`config.mk`:
```
export PLATFORM = sky130hd
export DESIGN_NAME = rvc_top
export DESIGN_NICKNAME = d
export VERILOG_FILES = /design/src/rtl/rvc_pkg.sv /design/src/rtl/rvc_match.sv /design/src/rtl/rvc_vote.sv /design/src/rtl/rvc_top.sv
export SDC_FILE = /design/constraint.sdc
export NUM_CORES = 2
export LEC_CHECK = 0
export BUFFER_PORTS_ARGS = -buffer_cell sky130_fd_sc_hd__buf_2
export CAP_MARGIN = 15
export CORE_UTILIZATION = 48
export DETAILED_ROUTE_END_ITERATION = 8
export SYNTH_ARGS = -nofsm -noshare
export SYNTH_HDL_FRONTEND = slang
export SYNTH_HIERARCHICAL = 1
export SYNTH_SLANG_ARGS = --single-unit
```
`constraint.sdc`:
```
create_clock -name clk -period 32.1 [get_ports clk]
set_clock_uncertainty 0.1 [all_clocks]
set_input_delay 3.21 -clock clk [delete_from_list [all_inputs] [get_ports clk]]
set_output_delay 3.21 -clock clk [all_outputs]
set_load 0.02 [all_outputs]
```
`src/rtl/rvc_pkg.sv`:
```
package rvc_pkg;
   localparam int RVC_SYM_W = 3;
   typedef logic [RVC_SYM_W-1:0] rvc_sym_t;
   typedef enum logic [1:0] {ST_LOAD, ST_ALIGN, ST_EMIT} rvc_state_e;
endpackage

```
`src/rtl/rvc_match.sv`:
```
// Parallel row comparator: every suffix start of the earlier read against the probe.
module rvc_match import rvc_pkg::*; #(
   parameter int MAX_LEN = 30,
   parameter int PROBE   = 3,
   parameter int LEN_W   = 5
) (
   input  rvc_sym_t          row_src [MAX_LEN],
   input  rvc_sym_t          probe   [PROBE],
   input  logic [LEN_W-1:0]  plen,
   input  logic [LEN_W-1:0]  clen,
   output logic              hit,
   output logic [LEN_W-1:0]  start
);
   logic [MAX_LEN-1:0] row_hit;

   for (genvar s = 0; s < MAX_LEN; s++) begin : g_row
      if (s + PROBE <= MAX_LEN) begin : g_fit
         logic [PROBE-1:0] eq;
         for (genvar j = 0; j < PROBE; j++) begin : g_sym
            assign eq[j] = (row_src[s+j] == probe[j]);
         end
         assign row_hit[s] = (&eq) && (int'(plen) >= s + PROBE)
                             && ((int'(plen) - s) <= int'(clen));
      end else begin : g_nofit
         assign row_hit[s] = 1'b0;
      end
   end

   // lowest start wins: longest overlap
   always_comb begin
      hit   = 1'b0;
      start = '0;
      for (int s = MAX_LEN - 1; s >= 0; s--) begin
         if (row_hit[s]) begin
            hit   = 1'b1;
            start = LEN_W'(s);
         end
      end
   end
endmodule

```
`src/rtl/rvc_vote.sv`:
```
// Per-position majority over covering reads, ties to the earliest read.
module rvc_vote import rvc_pkg::*; #(
   parameter int N     = 8,
   parameter int CNT_W = 4
) (
   input  rvc_sym_t       tap [N],
   input  logic [N-1:0]   cov,
   output rvc_sym_t       win
);
   logic [CNT_W-1:0] cnt [N];

   for (genvar r = 0; r < N; r++) begin : g_cnt
      logic [CNT_W-1:0] c;
      always_comb begin
         c = '0;
         for (int q = 0; q < N; q++) begin
            if (cov[q] && (tap[q] == tap[r])) c = c + 1'b1;
         end
      end
      assign cnt[r] = c;
   end

   always_comb begin
      logic [CNT_W-1:0] best;
      best = '0;
      win  = '0;
      for (int r = 0; r < N; r++) begin
         if (cov[r] && (cnt[r] > best)) begin
            best = cnt[r];
            win  = tap[r];
         end
      end
   end
endmodule

```
`src/rtl/rvc_top.sv`:
```
module rvc_top import rvc_pkg::*; #(
   parameter int MAX_LEN   = 30,
   parameter int MAX_READS = 8,
   parameter int PROBE     = 3
) (
   input  logic                 clk,
   input  logic                 rst_n,
   input  logic                 in_valid,
   input  logic [RVC_SYM_W-1:0] in_sym,
   input  logic                 in_eor,
   input  logic                 in_eog,
   output logic                 out_valid,
   output logic [RVC_SYM_W-1:0] out_sym,
   output logic                 out_last
);
   localparam int LEN_W = $clog2(MAX_LEN + 1);
   localparam int IDX_W = $clog2(MAX_LEN);
   localparam int RD_W  = $clog2(MAX_READS + 1);
   localparam int RIX_W = $clog2(MAX_READS);
   localparam int POS_W = $clog2(MAX_READS * MAX_LEN + 1);

   if (MAX_READS < 2) begin : g_bad_reads
      $error("rvc_top: MAX_READS must be at least 2");
   end
   if (MAX_LEN < 2) begin : g_bad_len
      $error("rvc_top: MAX_LEN must be at least 2");
   end
   if ((PROBE < 1) || (PROBE > MAX_LEN)) begin : g_bad_probe
      $error("rvc_top: PROBE must lie in 1..MAX_LEN");
   end

   rvc_state_e       st;
   rvc_sym_t         mem  [MAX_READS][MAX_LEN];
   logic [LEN_W-1:0] rlen [MAX_READS];
   logic [POS_W-1:0] roff [MAX_READS];
   logic [RD_W-1:0]  nrd, kidx;
   logic [LEN_W-1:0] wpos;
   logic [POS_W-1:0] pos, total;

   // ---------------- load ----------------
   logic             rd_room, sym_room, wr_en;
   logic [RIX_W-1:0] wr_rd;
   logic [IDX_W-1:0] wr_ix;
   assign rd_room  = (nrd < RD_W'(MAX_READS));
   assign sym_room = (wpos < LEN_W'(MAX_LEN));
   assign wr_en    = (st == ST_LOAD) && in_valid && rd_room && sym_room;
   assign wr_rd    = nrd[RIX_W-1:0];
   assign wr_ix    = wpos[IDX_W-1:0];

   always_ff @(posedge clk) begin
      if (wr_en) mem[wr_rd][wr_ix] <= in_sym;
   end

   // ---------------- align ----------------
   logic [RIX_W-1:0] kc, kp, nl;
   assign kc = kidx[RIX_W-1:0];
   assign kp = kc - 1'b1;
   assign nl = nrd[RIX_W-1:0] - 1'b1;

   rvc_sym_t         prev_row [MAX_LEN];
   rvc_sym_t         probe    [PROBE];
   logic             m_hit;
   logic [LEN_W-1:0] m_start, shift;

   always_comb begin
      for (int i = 0; i < MAX_LEN; i++) prev_row[i] = mem[kp][i];
      for (int j = 0; j < PROBE; j++)   probe[j]    = mem[kc][j];
   end

   rvc_match #(.MAX_LEN(MAX_LEN), .PROBE(PROBE), .LEN_W(LEN_W)) u_match (
      .row_src (prev_row),
      .probe   (probe),
      .plen    (rlen[kp]),
      .clen    (rlen[kc]),
      .hit     (m_hit),
      .start   (m_start)
   );
   assign shift = m_hit ? m_start : rlen[kp];

   // ---------------- vote ----------------
   rvc_sym_t             tap [MAX_READS];
   logic [MAX_READS-1:0] cov;
   rvc_sym_t             win;

   for (genvar r = 0; r < MAX_READS; r++) begin : g_tap
      logic [POS_W-1:0] rel;
      assign rel    = pos - roff[r];
      assign cov[r] = (RD_W'(r) < nrd) && (pos >= roff[r]) && (rel < POS_W'(rlen[r]));
      assign tap[r] = cov[r] ? mem[r][rel[IDX_W-1:0]] : '0;
   end

   rvc_vote #(.N(MAX_READS), .CNT_W(RD_W)) u_vote (
      .tap (tap),
      .cov (cov),
      .win (win)
   );

   // ---------------- control ----------------
   always_ff @(posedge clk) begin
      if (!rst_n) begin
         st    <= ST_LOAD;
         nrd   <= '0;
         kidx  <= '0;
         wpos  <= '0;
         pos   <= '0;
         total <= '0;
         for (int i = 0; i < MAX_READS; i++) begin
            rlen[i] <= '0;
            roff[i] <= '0;
         end
      end else begin
         case (st)
            ST_LOAD: begin
               if (in_valid) begin
                  if (sym_room) wpos <= wpos + 1'b1;
                  if (in_eor) begin
                     wpos <= '0;
                     if (rd_room) begin
                        rlen[wr_rd] <= wpos + LEN_W'(sym_room);
                        nrd         <= nrd + 1'b1;
                     end
                     if (in_eog) begin
                        st      <= ST_ALIGN;
                        kidx    <= RD_W'(1);
                        roff[0] <= '0;
                     end
                  end
               end
            end
            ST_ALIGN: begin
               if (kidx < nrd) begin
                  roff[kc] <= roff[kp] + POS_W'(shift);
                  kidx     <= kidx + 1'b1;
               end else begin
                  total <= roff[nl] + POS_W'(rlen[nl]);
                  pos   <= '0;
                  st    <= ST_EMIT;
               end
            end
            ST_EMIT: begin
               if (pos == total - 1'b1) begin
                  st   <= ST_LOAD;
                  nrd  <= '0;
                  wpos <= '0;
               end else begin
                  pos <= pos + 1'b1;
               end
            end
            default: st <= ST_LOAD;
         endcase
      end
   end

   assign out_valid = (st == ST_EMIT);
   assign out_sym   = win;
   assign out_last  = out_valid && (pos == total - 1'b1);
endmodule

```
* Word level (Yosys, flattened, before mapping)
Memory sizes are Yosys's and may differ from the RTL's. A register that Yosys moved wholly into a read port is not among the register bits.
Index checks and enable logic that the tools add are counted.
** Word-level totals
- Output and inout port bits :: 5
- Bits in writable memories :: 824
- Memories :: 3
- Logic and storage cells :: 779
- Register bits after elaboration :: 31
** Memory list
- mem :: words 8, width 90, read ports 10, clocked after memory_dff 1, write ports 1, line rvc_top.sv:33 : rvc_sym_t mem [MAX_READS][MAX_LEN];
- roff :: words 8, width 8, read ports 10, clocked after memory_dff 0, write ports 8, line rvc_top.sv:35 : logic [POS_W-1:0] roff [MAX_READS];
- rlen :: words 8, width 5, read ports 11, clocked after memory_dff 1, write ports 8, line rvc_top.sv:34 : logic [LEN_W-1:0] rlen [MAX_READS];
** Cells by class
- Muxes and demuxes :: 224
- Eq/ne operators :: 152
- Reductions and logical operators :: 181
- Add/sub/neg operators :: 101
- Bitwise operators :: 11
- $lt $le $gt $ge :: 101
** Operators with widths (count)
- $le 32x6->1 :: 27
- $eq 3x3->1 :: 140
- $mux 4 :: 71
- $add 4x1->4 const B :: 51
- $mux 5 :: 34
- $logic_and 1x1->1 :: 141
- $bmux 3 s5 :: 8
- $mux 3 :: 39
- $mux 90 :: 1
- $reduce_and 3->1 :: 29
- $ge 5x5->1 const B :: 15
- $sub 5x5->6 const B :: 12
- $ge 8x8->1 :: 8
- $lt 8x5->1 :: 8
- $sub 8x8->8 :: 8
- $mux 1 :: 56
- $ge 6x6->1 const B :: 9
- $not 5->6 :: 9
- $sub 5x4->6 const B :: 8
- $ge 5x4->1 const B :: 8
- $mux 8 :: 4
- $gt 4x4->1 :: 7
- $sub 5x3->6 const B :: 4
- $ge 5x3->1 const B :: 4
- other kinds (40) :: 69

* Longest topological paths before layout
An unclocked memory read counts as a cell.
- Word-level depth :: 46
- Mapped depth :: 93

* By module
Netlist, hierarchy kept.
** Modules (own cells, without submodules)
- rvc_top :: area each 46239.3 µm², cells an instance 3006, times used 1, seq. area each 25424.4 µm²
- rvc_vote :: area each 6774.0 µm², cells an instance 970, times used 1, seq. area each 0.0 µm²
- rvc_match :: area each 6610.1 µm², cells an instance 898, times used 1, seq. area each 0.0 µm²

* Worst setup path after synthesis
OpenSTA, ideal clock, no wires.
- Path kind :: reg2out
- Start point :: reg pos[1]
- End point :: out out_sym[1]
- Buffers on the path :: 5
- Arrival :: 17.614 ns
- Slack :: 11.176 ns
- Required time :: 28.790 ns
- Stages on the path, launching flop included :: 85
- Cells stage by stage :: dfxtp_1 > fa_1 > xor2_1 > buf_2 > buf_2 > ha_1 > o21ai_0 > nand2_1 > o211ai_1 > o311ai_0 > nor3_1 > buf_4 > xor2_1 > nor3_1 > nand2_1 > ha_1 > nand2_1 > or4_1 > (+49 left out) > o22a_4 > o21ai_4 > mux2_1 > ha_1 > nor2b_1 > o311ai_1 > nand2_1 > nor2_1 > a21oi_1 > and3_1 > ha_1 > nand3_1 > o22ai_1 > o221ai_1 > and2_1 > nand2_1 > o2bb2ai_2 > a2111oi_2
** RTL lines
- from (decl) :: line rvc_top.sv:38 : logic [POS_W-1:0] pos, total;
- from (signal assigned) :: line rvc_top.sv:146 : pos <= pos + 1'b1;
- to (decl) :: line rvc_top.sv:13 : output logic [RVC_SYM_W-1:0] out_sym,

==> impl_metrics.ini <==
[placement]
dp_hpwl_mm = 164
place.gp.congestion = 1.04
portBuffers = 12

[global_routing]
grt_pass1_vias = 42000
antenna_found_initial = 14
grt_pass1_wl_mm = 318
gr-total-overflow = 0
grt_use_total_pct = 35.6
grt_max_degree = 122

[route]
vias = 43564
dr.pass1.iters = 6
avgViaCountPerCell = 6.69
first_iter_violations = 5895
wl_per_cell_um = 34.4
wirelength_mm = 224
drcViolationCount = 0
ant_nets = 0

[setup_path]
cpMaxStageDelayCell = fa_2
cp_data_arrival_time_ns = 21.19
cp_common_cell = ha_1
critPathKind = reg -> out
end_kind = output port
start_kind = flip-flop
cp_max_fo = 20
cp.required_ns = 28.79
critPathMaxStageDelay_ns = 1.18

[synth]
yosysWarningCount = 6
synth_edf_count = 824
synth_ff_type = edfxtp_1
yosysMostFrequentCell = edfxtp_1
async_reset_ff_share_pct = 0
yosysUniqueCellTypes = 137
synth_top_area_share_pct = 41.5
syn_inst = 4874
synth_fp_nets = 5173
ys_top_cells_by_count = edfxtp_1 (824), nor2_1 (510), mux4_2 (443)
synth_area_mm2 = 0.0596
syn_avg_cell_area_um2 = 12.2
yosysTopAreaCell = edfxtp_1
synth_area_leaders = edfxtp_1 (42%), mux4_2 (17%), ha_1 (5.9%)
synth.yosys.seq_area_share_pct = 42.6
ys_seq_elements = 858

[cts]
clkSinkCount = 858
post_cts_buffers = 0
cts_tree = yes
cts-buffers-inserted = 92
path_clk_slew_ns = 0.06
clk_latency_ns = 0.75
htree_levels = 3
cts_max_path_buffers = 3
hold_buffers = 0
cts_resized = 0
clock-root-buffer = clkbuf_16

[timing]
worstMarginPinSlew_ns = 1.34
fin_crit_sh_pct = 76.3
setup_tns_ns = 0
hold_ws_ns = 0.393
setup_viol = 0
slew_violations = 0
slew_headroom_pct = 10.3
rsz0062_at_grt = false
max_freq_mhz = 40.8
timing.final.hold_violations = 0
finalCriticalPeriod_ns = 24.50

[floorplanning]
fp-row-count = 128
die_area_mm2 = 0.126
coreArea_mm2 = 0.123
die_width_um = 354
start_util_pct = 48.7
dieHeight_um = 354
io_pins = 13

[run]
cap_viol_max_count = 0

[status]
status = completed

[power_and_ir_drop]
power_leakage_nw = 23.0
power.density_mw_per_mm2 = 45.8
ir_drop_uv = 42.3

[final_layout]
final_net_count = 5107
areaGrowthSynthToFinish_pct = 8.28
drive_above_1_share_pct = 19.6

[hold_path]
hold_class = reg -> reg
## path summary, 6_finish.rpt
kind,endpoint,startpoint,depth (start not counted),slack (ns)
worst max register to register,roff[1][6],kidx[0],28,21.03
worst min-delay path,total[7],total[7],2,0.39
worst min register to register,total[7],total[7],2,0.39
worst max-delay path,out_sym[2],pos[0],82,7.60
## layer usage
metal | global-route usage (%) | vias to the layer above | part of all wire (%)
met1 | 47.8 | 21856 | 39
met3 | 7.86 | 538 | 10
met5 | 0 | - | 0.035
li1 | - | 18400 | -
met4 | 20.4 | 12 | 6.7
met2 | 53.5 | 2758 | 44
## through the flow
stage / power [mW] / cells / instance area [um^2] / worst slack (ns) / util [%]
2_1_floorplan: 1.64 / 4874 / 59600 / 11.18 / -
3_3_place_gp: 1.85 / 6339 / 61400 / 8.74 / 50.1
3_5_place_dp: 1.85 / 6339 / 61400 / 8.43 / 50.1
4_1_cts: 2.95 / 6509 / 64600 / 7.55 / 52.7
5_1_grt: 3.03 / 6509 / 64600 / 5.65 / 52.7
6_report: 2.96 / 6512 / 64600 / 7.60 / 52.7
## state kept, by name (all words and copies together), names as in the netlist, 4 cells and up, named ones only
name and count:
kidx 4, nrd 4, total 8, wpos 5, roff 64, pos 8
mem 720, rlen 40
## cell type report
class	instances	area (um^2)
inverter	285	1070
sequential	858	25400
tap	1625	2030
timing repair buffer	112	855
fill	10381	58000
antenna	3	7.51
clock inverter	63	733
clock buffer	107	2380
multi-input combinational	3459	32000
## cells in the final DEF, fill, tap and decap left out, types with 28 or more instances in the layout
cell / Yosys / layout
nand4_1: 59 / 59
nor2_1: 510 / 510
mux2i_1: 105 / 105
nand2_1: 263 / 261
nor4_1: 48 / 48
a21oi_1: 164 / 164
mux2_2: 149 / 149
mux4_2: 443 / 443
a31oi_1: 34 / 34
o211ai_1: 28 / 28
buf_4: 24 / 98
inv_1: 279 / 279
o21ai_0: 108 / 107
a211oi_1: 29 / 29
nor3_1: 89 / 84
ha_1: 281 / 280
and2_1: 33 / 33
dfxtp_1: 34 / 31
xnor2_1: 240 / 238
a21o_1: 29 / 29
nand3_1: 111 / 105
nor2b_1: 37 / 37
clkbuf_16: 0 / 93
nand2b_1: 34 / 34
xor2_1: 277 / 275
edfxtp_1: 824 / 824
## critical path: cells and delay by family (launching register included)
family,cells,cell delay (ns)
DFF,1,0.36
xor gates and xnor gates,3,0.59
and+or+nand+nor,28,5.02
AOI/OAI and AO/OA,25,6.93
muxes,5,1.25
buffers and inverters,7,1.14
adders and majority gates,14,5.11
## power by group
part	switching [mW]	internal, mW	leakage (nW)
clock	0.477	0.634	1.50
sequential	0.0105	1.23	7.82
combinational	0.388	0.217	13.7
## cells by family (layout without fill, tap and decap cells)
family / Yosys count / count (layout) / synth area share (%)
other cells: 0 / 3 / 0
compound gates: 609 / 609 / 7.03
flops: 858 / 858 / 42.6
mux: 702 / 702 / 21.4
fa+ha+maj: 292 / 292 / 6.25
buf+inv: 557 / 567 / 3.94
simple gates: 1325 / 1325 / 10.7
xor+xnor: 531 / 531 / 8.03
Note: power is estimated with default switching activity, not from simulation.
